**src/rtl/sbus_master.sv**
```systemverilog
module sbus_master #(
  parameter int AW = 24,
  parameter int DW = 32
) (
  input  logic          clk,
  input  logic          bus_rst,
  input  logic          req_valid,
  output logic          req_ready,
  input  logic          req_write,
  input  logic          req_byte,
  input  logic [AW-1:0] req_addr,
  input  logic [DW-1:0] req_wdata,
  output logic          done,
  output logic [DW-1:0] rdata,
  input  logic          bus_grant,
  input  logic          ack_i,
  input  logic [DW-1:0] data_i,
  output logic [AW-1:0] addr_o,
  output logic          addr_oe,
  output logic [DW-1:0] data_o,
  output logic          data_oe,
  output logic          sync_o,
  output logic          sync_oe,
  output logic          wr_o,
  output logic          wr_oe,
  output logic          byte_o,
  output logic          byte_oe
);

  logic          busy, wr_q, byte_q, done_q;
  logic [AW-1:0] addr_q;
  logic [DW-1:0] data_q, rdata_q;

  always_ff @(posedge clk or posedge bus_rst) begin
    if (bus_rst) begin
      busy    <= 1'b0;
      wr_q    <= 1'b0;
      byte_q  <= 1'b0;
      done_q  <= 1'b0;
      addr_q  <= '0;
      data_q  <= '0;
      rdata_q <= '0;
    end else begin
      done_q <= 1'b0;
      if (!busy) begin
        if (req_valid) begin
          busy   <= 1'b1;
          wr_q   <= req_write;
          byte_q <= req_write & req_byte;
          addr_q <= req_addr;
          data_q <= req_write ? req_wdata : '0;
        end
      end else if (ack_i) begin
        busy   <= 1'b0;
        done_q <= 1'b1;
        if (!wr_q) rdata_q <= data_i;
        wr_q   <= 1'b0;
        byte_q <= 1'b0;
        addr_q <= '0;
        data_q <= '0;
      end
    end
  end

  assign req_ready = !busy;
  assign done      = done_q;
  assign rdata     = rdata_q;

  assign sync_o  = busy;
  assign wr_o    = wr_q;
  assign byte_o  = byte_q;
  assign addr_o  = addr_q;
  assign data_o  = data_q;

  assign sync_oe = bus_grant;
  assign addr_oe = bus_grant & busy;
  assign wr_oe   = bus_grant & busy;
  assign byte_oe = bus_grant & busy;
  assign data_oe = bus_grant & busy & wr_q;

endmodule

```
**config.mk**
```make
export PLATFORM = sky130hd
export DESIGN_NAME = sbus_master
export DESIGN_NICKNAME = d
export VERILOG_FILES = /design/src/rtl/sbus_master.sv
export SDC_FILE = /design/constraint.sdc
export NUM_CORES = 1
export LEC_CHECK = 0
export BUFFER_PORTS_ARGS = -buffer_cell sky130_fd_sc_hd__clkbuf_2
export CORE_MARGIN = 5
export CORE_UTILIZATION = 45
export CTS_CLUSTER_DIAMETER = 100
export DETAILED_ROUTE_END_ITERATION = 10
export PLACE_DENSITY = 0.79
export SLEW_MARGIN = 10
export SYNTH_ARGS = -nofsm -noshare
export SYNTH_HDL_FRONTEND = slang
export SYNTH_SLANG_ARGS = --single-unit
```
**constraint.sdc**
```tcl
create_clock -name clk -period 3.1 [get_ports clk]
set_input_delay 0.465 -clock clk [delete_from_list [all_inputs] [get_ports clk]]
set_output_delay 0.465 -clock clk [all_outputs]
set_load 0.02 [all_outputs]
```
==> results of run 1 <==
==> synth_stat cells, drive strengths merged <==
master	count	area, um2
dfrtp	92	2300
nor2	2	7.51
a211o	2	17.5
buf	21	146
a22o	36	315
and3	1	6.26
nor2b	2	12.5
mux2	32	473
clkbuf	1	3.75
mux2i	21	223
o2bb2ai	20	175
and4b	2	20.0
inv	2	7.51
nand3b	1	20.0
and2	2	12.5
and3b	3	26.3
==> area by class of cell <==
cell class | instances | area (um2) | area share
Timing Repair Buffer | 196 | 991 | 0.200
Multi-Input combinational cell | 124 | 1310 | 0.264
Tap cell | 105 | 131 | 0.0265
Sequential cell | 92 | 2300 | 0.465
Clock inverter | 7 | 80.1 | 0.0162
Inverter | 2 | 12.5 | 0.00253
Clock buffer | 9 | 124 | 0.0250
==> power breakdown <==
group | internal (mW) | switching [mW]
logic | 0.468 | 0.582
registers | 1.42 | 0.149
clock network | 0.384 | 0.428
total | 2.27 | 1.16
==> worst max-delay path: cells and delay by family (launching register included) <==
kind | cells | cell delay (ps)
buf+inv | 1 | 330
flops | 1 | 690
compound gates | 1 | 250
simple gates | 1 | 960
==> layer usage <==
metal	vias to the layer above	global-route usage	wire length [um]
met5	-	0	0
met4	0	0.0521	95
met3	11	0.0468	767
met2	118	0.277	4370
met1	1282	0.224	3620
li1	1256	-	-
==> logic make-up after synthesis <==
| kind of cell | count (synthesis) | share of synthesized area |
|---|---|---|
| AO/OA/AOI/OAI | 58 | 0.135 |
| AND/OR/NAND/NOR | 13 | 0.0279 |
| flip-flops | 92 | 0.611 |
| multiplexers | 53 | 0.185 |
| buffers and inverters | 24 | 0.0418 |
==> sequential cells by signal (all words and copies together) (netlist names) <==
register / flops
sync_o: 1
rdata: 32
done: 1
data_o: 32
byte_o: 1
wr_o: 1
addr_o: 24
==> worst min path at each step <==
stage / from / slack (ps) / to
after detailed placement: data_o[23]$_DFFE_PP0P_ / 490 / data_o[23]$_DFFE_PP0P_
after global routing: req_wdata[11] / 310 / data_o[11]$_DFFE_PP0P_
final: bus_rst / 260 / rdata[21]$_DFFE_PP0P_
after CTS: req_wdata[18] / 310 / data_o[18]$_DFFE_PP0P_
after floorplan: req_wdata[0] / 600 / data_o[0]$_DFFE_PP0P_
after global placement: addr_o[1]$_DFFE_PP0P_ / 490 / addr_o[1]$_DFFE_PP0P_
==> results by stage, run 1 <==
Timing:
- The number of max-slew violations in the final report was 0.
- The post-route worst hold slack is 261 ps.
- Setup repair after global routing left no endpoint under its margin.
- Setup violations remaining at the end of the flow were counted as 0.
- In this run the tightest slew margin relative to its limit is 0.259.
- Across all setup checks in the final design, the least slack found is slightly below 800 ps.
- The highest clock rate is around 430 MHz.
- Adding up every negative setup slack in the final design gives 0 ps.
- The number of endpoints with negative hold slack in the final report was 0.
- The final critical delay including setup and external delays is 2310 ps.
- The worst clock skew is just under 8 ps.
- Of the available clock period, the critical path in the final layout requires 0.746.
- At the pin with the least slew margin, the transition time is 1110 ps.

GRT:
- The total congestion overflow after global routing is 0.
- Entering global routing, the biggest net connects just over 90 pins.
- The initial antenna violation count came to 0.
- The first global-routing pass estimated around 14,000 um of wire.
- The number of global-route vias before repair was roughly 2,700.
- For this run, the total global-route usage over all layers was measured as 0.170.

Drt:
- Wires add up to 8850 um.
- The first-pass detailed-route iteration total is 4.
- The initial detailed-routing violation count is 67.
- The total via count after detailed routing is about 2,700.
- After detailed routing, the average wire length per cell comes to roughly 17 um.
- In the routed design, unresolved DRC markers number 0.
- The number of routed nets with antenna violations is 0.
- Dividing the detail-routed via count by the number of cells gives around 5.

Status:
- The flow ran to the end, and the final reports show no timing, DRC or antenna violations.

Clock tree:
- The count of cells resized by post-cts repair is 0.
- The number of H-tree levels is 3.
- The hold buffer count at CTS is 0.
- Counting the buffers created by CTS gives 9.
- The setup fix buffers added after clock tree synthesis is 0.
- The clock transition at the register clock pins on the worst setup and hold paths after CTS is about 90 ps.
- The clock net in this run drives a total of between 90 and 100 sinks.
- The clock root buffer is sky130_fd_sc_hd__clkbuf_8.
- For the worst-skew pair, the clock arrives at the later sink with an insertion delay of 350 ps.
- Counting along the longest clock path gives a buffer depth of 2.
- The clock tree from TritonCTS is done.

Synth:
- The cell count after synthesis came out at 240.
- The synthesized area per cell is 15.7 um2.
- The number of nets handed over by synthesis was ~340.
- The total number of yosys warnings is 0.
- Synthesis instantiated 20 different standard cells from the library.
- The register area share after synthesis is 0.611.
- The number of synthesized register bits is 92.
- The mapped netlist covers ~3800 um2.

Worst setup path:
- The capture instance of the worst register-to-register path is data_o[17]$_DFFE_PP0P_.
- The largest stage delay on the critical path is about 960 ps.
- For the worst setup path, the data required time is approximately 3400 ps.
- The nature of the critical path startpoint is a register.
- STA classifies the critical path endpoint as a register.
- The origin of the critical flop-to-flop path is sync_o$_DFF_PP0_.
- The arrival time at the worst endpoint is about 2600 ps.
- The slowest cell on the critical path is sky130_fd_sc_hd__and3b_1.
- Setup slack on the worst reg-to-reg path comes out at just under 800 ps.
- The classification of the worst setup path is reg -> reg.
- The most critical setup path has its endpoint at data_o[17]$_DFFE_PP0P_.
- Walking the worst path, the cells encountered are buf_4, and3b_1, a22o_1.
- The top fanout value on the critical path is 31.
- The start point of the critical path is sync_o$_DFF_PP0_.
- The cell count of the worst reg-to-reg path is 3.

Run:
- The reported max-cap violation count is 0.

Final layout:
- Compared with the post-synthesis result, the final layout area differs by 31.3%.
- The final layout net count is 520.
- The final design area excluding fillers is between 4000 and 5000 um2.
- For this run, the share of the core covered by cells in the final layout is 0.605.
- Of the cells placed in the final design, the portion with a size suffix greater than 1 is 0.574.
- Leaving out fill and tap cells, the most frequent cells in the layout are 192 x sky130_fd_sc_hd__clkbuf_2, 92 x sky130_fd_sc_hd__dfrtp_1, 36 x sky130_fd_sc_hd__a22o_1, 30 x sky130_fd_sc_hd__mux2_4.
- The library cell used most frequently in the layout, excluding fill and tap cells, is sky130_fd_sc_hd__clkbuf_2.
- The number of fill cells is just over 700.
- The number of inserted diodes is 0.
- The filler-free cell count of the finished design is 535.

Pwr:
- The worst voltage drop across the vdd grid is 0.295 mV.
- For this design the static power due to leakage is 2.76 nW.
- The power density over cell area is approximately 700 nW/um2.
- The power after layout is 3.43 mW.

Place:
- At the end of routability-driven placement, the weighted congestion stood at approximately 0.7.
- Before CTS, the worst setup slack after placement is about 800 ps.
- The post-placement cell area is around 4700 um2.
- The count of input and output buffers is between 150 and 200.
- Counting tap cells, the placed design contains a total of ~520 instances.
- The HPWL after detailed placement is about 6600 um.

Die:
- The starting density of the core is 0.461.
- In this run the core area contains 33 standard-cell rows.
- The vertical die dimension is 102 um.
- The die width is about 100 um.
- approximately 190 I/O pins were placed.
- The placeable core region is roughly 8200 um2.
- The die covers ~10,000 um2.

Min path:
- The type of the worst min-delay path is in -> async.
(Power assumes the default switching activity.)
==> run 2, diff against run 1 <==
==> constraint.sdc (replaced) <==
create_clock -name clk -period 2.2 [get_ports clk]
set_input_delay 0.33 -clock clk [delete_from_list [all_inputs] [get_ports clk]]
set_output_delay 0.33 -clock clk [all_outputs]
set_load 0.02 [all_outputs]
==> results by stage, run 2 (synthesized netlist as in run 1, its figures left out) <==
Status:
- The run finished with clean final reports.

Place:
- The congestion estimate from routability-driven global placement came to between 0.7 and 0.8.
- The detailed-placement wirelength estimate is a little under 7000 um.
- Port buffering added roughly 190 buffers.
- The placed instance count is 522.

Drt:
- The first-pass detailed-route iteration total is 4.
- The initial detailed-routing violation count is 85.
- The number of routed nets with antenna violations is 0.
- In the routed layout, each cell is associated on average with a via count of 5.05.
- The routed layout has around 2,700 vias.
- For this block, the routed nets add up to roughly 9100 um of wire.
- The final routed DRC violation total is 0.
- The average wire per cell in the routed design is between 15 and 20 um.

Die:
- From left edge to right edge, the die measures 102 um.
- For this configuration, the core starts out at a cell density of 0.461.
- The core region is between 8000 and 9000 um2.
- The die is just over 100 um tall.
- The total number of placement rows is 33.
- The top-level port count is between 150 and 200.
- The floorplan step defined a die boundary enclosing 10,300 um2.

Worst setup path:
- The required time reported for the critical path endpoint is approximately 2400 ps.
- Of all nets on the critical path, the largest fanout is 32.
- STA puts the critical path data arrival time at slightly below 2000 ps.
- The category of the worst setup path capture point is a register.
- STA classifies the critical path startpoint as a register.
- The setup path with the least slack is of type reg -> reg.

Final layout:
- The proportion of layout cells with a drive suffix above 1 is 0.575.
- The commonest non-fill, non-tap cell in the layout is sky130_fd_sc_hd__clkbuf_2.
- The repair_antennas step left the layout with diodes totalling 0.
- The number of fill cells is just under 700.
- The finished layout holds roughly 540 standard cells, fillers aside.
- Registers take about 2300 um2.
- The layout-stage area growth over the synthesis result is 32.2%.
- The top cell types in the final layout, fill and taps aside, are 192 x sky130_fd_sc_hd__clkbuf_2, 92 x sky130_fd_sc_hd__dfrtp_1, 36 x sky130_fd_sc_hd__a22o_1, 30 x sky130_fd_sc_hd__mux2_4.
- The area occupied by multi-input gates is 1310 um2.
- For this run, the post-layout net count is between 500 and 600.

Timing:
- The worst clock skew is between 8 and 9 ps.
- The post-route worst hold slack is around 110 ps.
- The slew of the pin with the lowest slew margin is between 1000 and 1500 ps.
- The number of max-slew violations in the final report was 0.
- The part of the cycle the worst path needs is 0.797.
- In the final timing run, aggregate negative setup slack is 0 ps.
- The worst relative slew slack is 0.281.
- For this run, the top clock speed supported by timing is ~570 MHz.
- The clock period could shrink to ~1800 ps.
- The number of endpoints with negative hold slack in the final report came to 0.
- Setup repair after global routing left no endpoint under its margin.
- Setup violations remaining at the end of the flow were counted as 0.

Pwr:
- For this design the ratio of total power to cell area is ~1000 nW/um2.
- The worst voltage drop across the vdd grid is 0.415 mV.
- The switching share of total power is 0.333.
- For this design the total switching power over the nets is 1.61 mW.
- The share of total power in the clock network is 0.233.
- The share of total power dissipated in sequential elements is 0.455.
- The power after layout is around 4.8 mW.
- The internal portion of total power is roughly 3.2 mW.
- Summed over all cells, the static leakage comes to about 2.8 nW.
- The fraction of power consumed by combinational cells is 0.312.

GRT:
- The first-pass GRT wire length is 14,300 um.
- Summed over all layers, the global routing overflow is 0.
- Entering global routing, the biggest net connects just over 90 pins.
- Across every metal layer, demand over resource in global routing totals 0.176.
- The number of global-route vias before repair is between 2,000 and 3,000.
- The initial antenna violation count came to 0.

Clock tree:
- Counting every sink on the clock net gives 92.
- The clock root buffer is sky130_fd_sc_hd__clkbuf_8.
- The hold buffer count at CTS is 0.
- Buffers added to address setup during post-CTS repair amount to 0.
- After clock tree synthesis, the clock-pin slew on the worst setup and hold paths is 90 ps.
- CTS built an H-tree with a depth of 3.
- The clock latency on the worst-skew pair is ~330 ps.
- The CTS buffer count is 9.
- After clock tree synthesis, the repair step resized 0 gates.
- TritonCTS built the clock tree.
- No sink is reached through more buffers than the 2 on the longest clock path.

Run:
- The reported max-cap violation count is 0.

Min path:
- The type of the worst min-delay path is in -> async.
-- run 2: through the flow --
stage               cell area [um2]  setup WS (ps)   util
detailed placement             4780            452  0.585
CTS                            4980            435  0.609
global placement               4780            517  0.585
finish                         4980            446  0.609
floorplan                      3770            614      -
global route                   4980            346  0.609
-- run 2: layer usage --
layer | global-route usage | wire [um]
met3 | 0.0441 | 835
met2 | 0.273 | 4210
met4 | 0.0634 | 77
met5 | 0 | 0
met1 | 0.241 | 3960
-- run 2: power by group through the flow --
| stage | clock [mW] | sequential [mW] | combinational (mW) |
|---|---|---|---|
| floorplan | 0 | 2.60 | 0.616 |
| global placement | 0 | 2.23 | 1.49 |
| detailed placement | 0 | 2.24 | 1.53 |
| CTS | 1.17 | 2.21 | 1.53 |
| global route | 1.23 | 2.25 | 1.62 |
| finish | 1.13 | 2.21 | 1.51 |
-- run 2: layout make-up --
cell class,instances,area share
tap,105,0.0264
inverter,2,0.00226
sequential,92,0.462
clock inverter,5,0.0121
clock buffer,11,0.0284
multi-input combinational,124,0.263
timing repair buffer,199,0.206
-- run 2: worst paths after layout --
| kind | from | endpoint | slack [ps] | depth (start not counted) |
|---|---|---|---|---|
| worst max-delay path | sync_o$_DFF_PP0_ | rdata[1]$_DFFE_PP0P_ | 450 | 3 |
| worst min-delay path | bus_rst | rdata[23]$_DFFE_PP0P_ | 110 | 3 |
| worst max register to register | sync_o$_DFF_PP0_ | rdata[1]$_DFFE_PP0P_ | 450 | 3 |
| worst min register to register | data_o[20]$_DFFE_PP0P_ | data_o[20]$_DFFE_PP0P_ | 510 | 1 |
| max in group asynchronous | bus_rst | addr_o[22]$_DFFE_PP0P_ | 1720 | 3 |
| min in group clk | req_wdata[14] | data_o[14]$_DFFE_PP0P_ | 210 | 2 |
-- run 2: worst max-delay path, stage by stage (launching register included) --
cell and delay (ps):
sky130_fd_sc_hd__dfrtp_1 370, sky130_fd_sc_hd__buf_4 250, sky130_fd_sc_hd__nand3b_4 510, sky130_fd_sc_hd__mux2_4 490
==> run 3, diff against run 2 <==
--- a/config.mk
+++ b/config.mk
@@ -7,10 +7,10 @@
 export LEC_CHECK = 0
 export BUFFER_PORTS_ARGS = -buffer_cell sky130_fd_sc_hd__clkbuf_2
 export CORE_MARGIN = 5
-export CORE_UTILIZATION = 45
+export CORE_UTILIZATION = 41
 export CTS_CLUSTER_DIAMETER = 100
 export DETAILED_ROUTE_END_ITERATION = 10
-export PLACE_DENSITY = 0.79
+export PLACE_DENSITY = 0.76
 export SLEW_MARGIN = 10
 export SYNTH_ARGS = -nofsm -noshare
 export SYNTH_HDL_FRONTEND = slang
==> constraint.sdc (replaced) <==
create_clock -name clk -period 1.4 [get_ports clk]
set_input_delay 0.21 -clock clk [delete_from_list [all_inputs] [get_ports clk]]
set_output_delay 0.21 -clock clk [all_outputs]
set_load 0.02 [all_outputs]
==> results by stage, run 3 (synthesized netlist as in run 1, its figures left out) <==
Worst setup path:
- Along the worst path, the maximum fanout reaches 4.
- The classification of the worst setup path is reg -> out.
- STA classifies the critical path startpoint as a register.
- The required time reported for the critical path endpoint is 1190 ps.
- The arrival time at the worst endpoint is 1190 ps.
- The worst setup path is captured at an output port.

Status:
- The final reports fail on negative setup slack.
- The run finished, with violations left.

Timing:
- The worst clock skew is 13.5 ps.
- Setup violations remaining at the end of the flow were counted as 3.
- Based on the critical path, the design can be clocked at up to slightly above 700 MHz.
- The worst relative slew slack is 0.730.
- Of the available clock period, the critical path in the final layout requires 1.00.
- The number of max-slew violations in the final report is 0.
- In the post-route analysis, the smallest setup slack over all paths is -4.61 ps.
- The number of endpoints with negative hold slack in the final report is 0.
- Summed over all failing endpoints, the final setup total negative slack is -8.71 ps.
- At the pin with the least slew margin, the transition time is around 400 ps.
- Setup repair after global routing could not meet its margin everywhere.
- For the finished layout, the period the worst path requires is 1400 ps.

Run:
- The tool flagged a number of max-cap violations equal to 0.

Place:
- The weighted congestion reported at the end of routability-driven placement is 0.755.
- The detailed-placement wirelength estimate is between 7000 and 8000 um.
- The post-placement cell area is 4870 um2.
- The setup slack at placement is approximately 44 ps.
- The count of input and output buffers is 192.

GRT:
- The number of global-route vias before repair is 3,040.
- Entering global routing, the biggest net connects 45 pins.
- The initial antenna violation count came to 0.
- The total congestion overflow after global routing is 0.
- The first-pass GRT wire length is about 15,000 um.
- Across every metal layer, demand over resource in global routing totals 0.173.

Drt:
- After detailed routing, the number of remaining DRC violations is 0.
- Once detail routing completed, the nets flagged for antenna violations numbered 0.
- The initial detailed-routing violation count is between 100 and 150.
- In the final routed layout, each cell accounts on average for roughly 17 um.
- The final layout contains routed wiring with a total length of 9670 um.
- The pre-antenna-repair detailed-routing pass consisted of 4 iterations.
- The total via count after detailed routing is 2,793.
- The mean number of vias per cell is around 5.0.

Final layout:
- In the final design database the tool counted 534 nets.
- The finished cells cover 5190 um2.
- In the layout the commonest cells are 186 x sky130_fd_sc_hd__clkbuf_2, 91 x sky130_fd_sc_hd__dfrtp_1, 36 x sky130_fd_sc_hd__a22o_1, 30 x sky130_fd_sc_hd__mux2_4.
- Leaving out fill and tap cells, the most frequent cell in the layout is sky130_fd_sc_hd__clkbuf_2.
- The proportion of layout cells with a drive suffix above 1 is 0.589.
- The number of inserted diodes is 0.
- The layout-stage area growth over the synthesis result is 37.8%.

Pwr:
- Power spread over the standard cell area amounts to approximately 1500 nW/um2.
- For this design the static power due to leakage is around 2.9 nW.
- IR analysis of the VDD net gives a maximum drop of between 0.6 and 0.7 mV.

Clock tree:
- The clock latency on the worst-skew pair is between 300 and 400 ps.
- The clock sink count is 92.
- Clock-pin slew was measured on the worst setup and hold paths at around 100 ps.
- The number of H-tree levels is 3.
- TritonCTS built the clock tree.
- The clock root buffer is sky130_fd_sc_hd__clkbuf_8.
- The deepest clock path buffer count is 2.
- The CTS buffer count is 9.

Min path:
- The type of the worst min-delay path is in -> reg.

Die:
- The starting density of the core is 0.414.
- From left edge to right edge, the die measures ~110 um.
- The vertical die dimension is between 100 and 150 um.
- The region available for standard cell placement spans a little over 9000 um2.
- The die area is between 10,000 and 15,000 um2.
- 193 I/O pins were placed.
- The total number of placement rows is 35.
[run 3: where the power goes]
| part | internal, mW | switching [mW] | leakage [nW] | total, mW |
|---|---|---|---|---|
| combinational | 1.16 | 1.36 | 1.60 | 2.52 |
| sequential | 3.15 | 0.317 | 1.17 | 3.47 |
| clock | 0.871 | 0.915 | 0.0946 | 1.79 |
[run 3: final cells by class]
type	instances	area (um2)
Clock inverter	5	62.6
Clock buffer	10	138
Fill cell	777	3910
Tap cell	111	139
Timing Repair Buffer	210	1230
Sequential cell	92	2300
Multi-Input combinational cell	124	1310
Inverter	2	11.3
[run 3: layer usage]
layer / routed length, um / global-route usage / share of wire / vias to the layer above
met1: 4160 / 0.225 / 0.43 / 1372
met4: 116 / 0.0509 / 0.012 / 0
met5: 0 / 0 / 0 / -
li1: - / - / - / 1289
met2: 4730 / 0.279 / 0.49 / 121
met3: 658 / 0.0508 / 0.068 / 11
[run 3: final timing paths]
check                                         end  cells after the start                    from  slack [ps]
hold / removal              data_o[1]$_DFFE_PP0P_                      2            req_wdata[1]          70
setup / recovery                            wr_oe                      3        sync_o$_DFF_PP0_          -5
hold reg to reg            data_o[22]$_DFFE_PP0P_                      1  data_o[22]$_DFFE_PP0P_         510
min in group asynchronous    rdata[8]$_DFFE_PP0P_                      4                 bus_rst         510
setup reg to reg             rdata[3]$_DFFE_PP0P_                      4        sync_o$_DFF_PP0_          50
max in group asynchronous        sync_o$_DFF_PP0_                      4                 bus_rst         580
[run 3: stage by stage]
step / total power, mW / utilization / hold WS (ps) / instances
after CTS: 7.82 / 0.566 / 52.0 / 553
after global placement: 5.89 / 0.535 / 312 / 534
after detailed placement: 5.96 / 0.535 / 315 / 534
final: 7.77 / 0.570 / 67.3 / 554
after global routing: 8.17 / 0.570 / 49.8 / 554
after floorplan: 5.06 / - / 343 / 240
[run 3: repair_timing]
item,CTS,global route
gates resized for setup,13,9
endpoints found under the setup margin,6,7
hold buffers,1,0
gates cloned,0,1
endpoints found under the hold margin,92,0
setup buffers,3,0
[run 3: worst max-delay path, cell delays in order (launching register included)]
cell                      delay, ps
sky130_fd_sc_hd__dfrtp_2        440
sky130_fd_sc_hd__buf_8          130
sky130_fd_sc_hd__and2_4         150
sky130_fd_sc_hd__buf_8          130
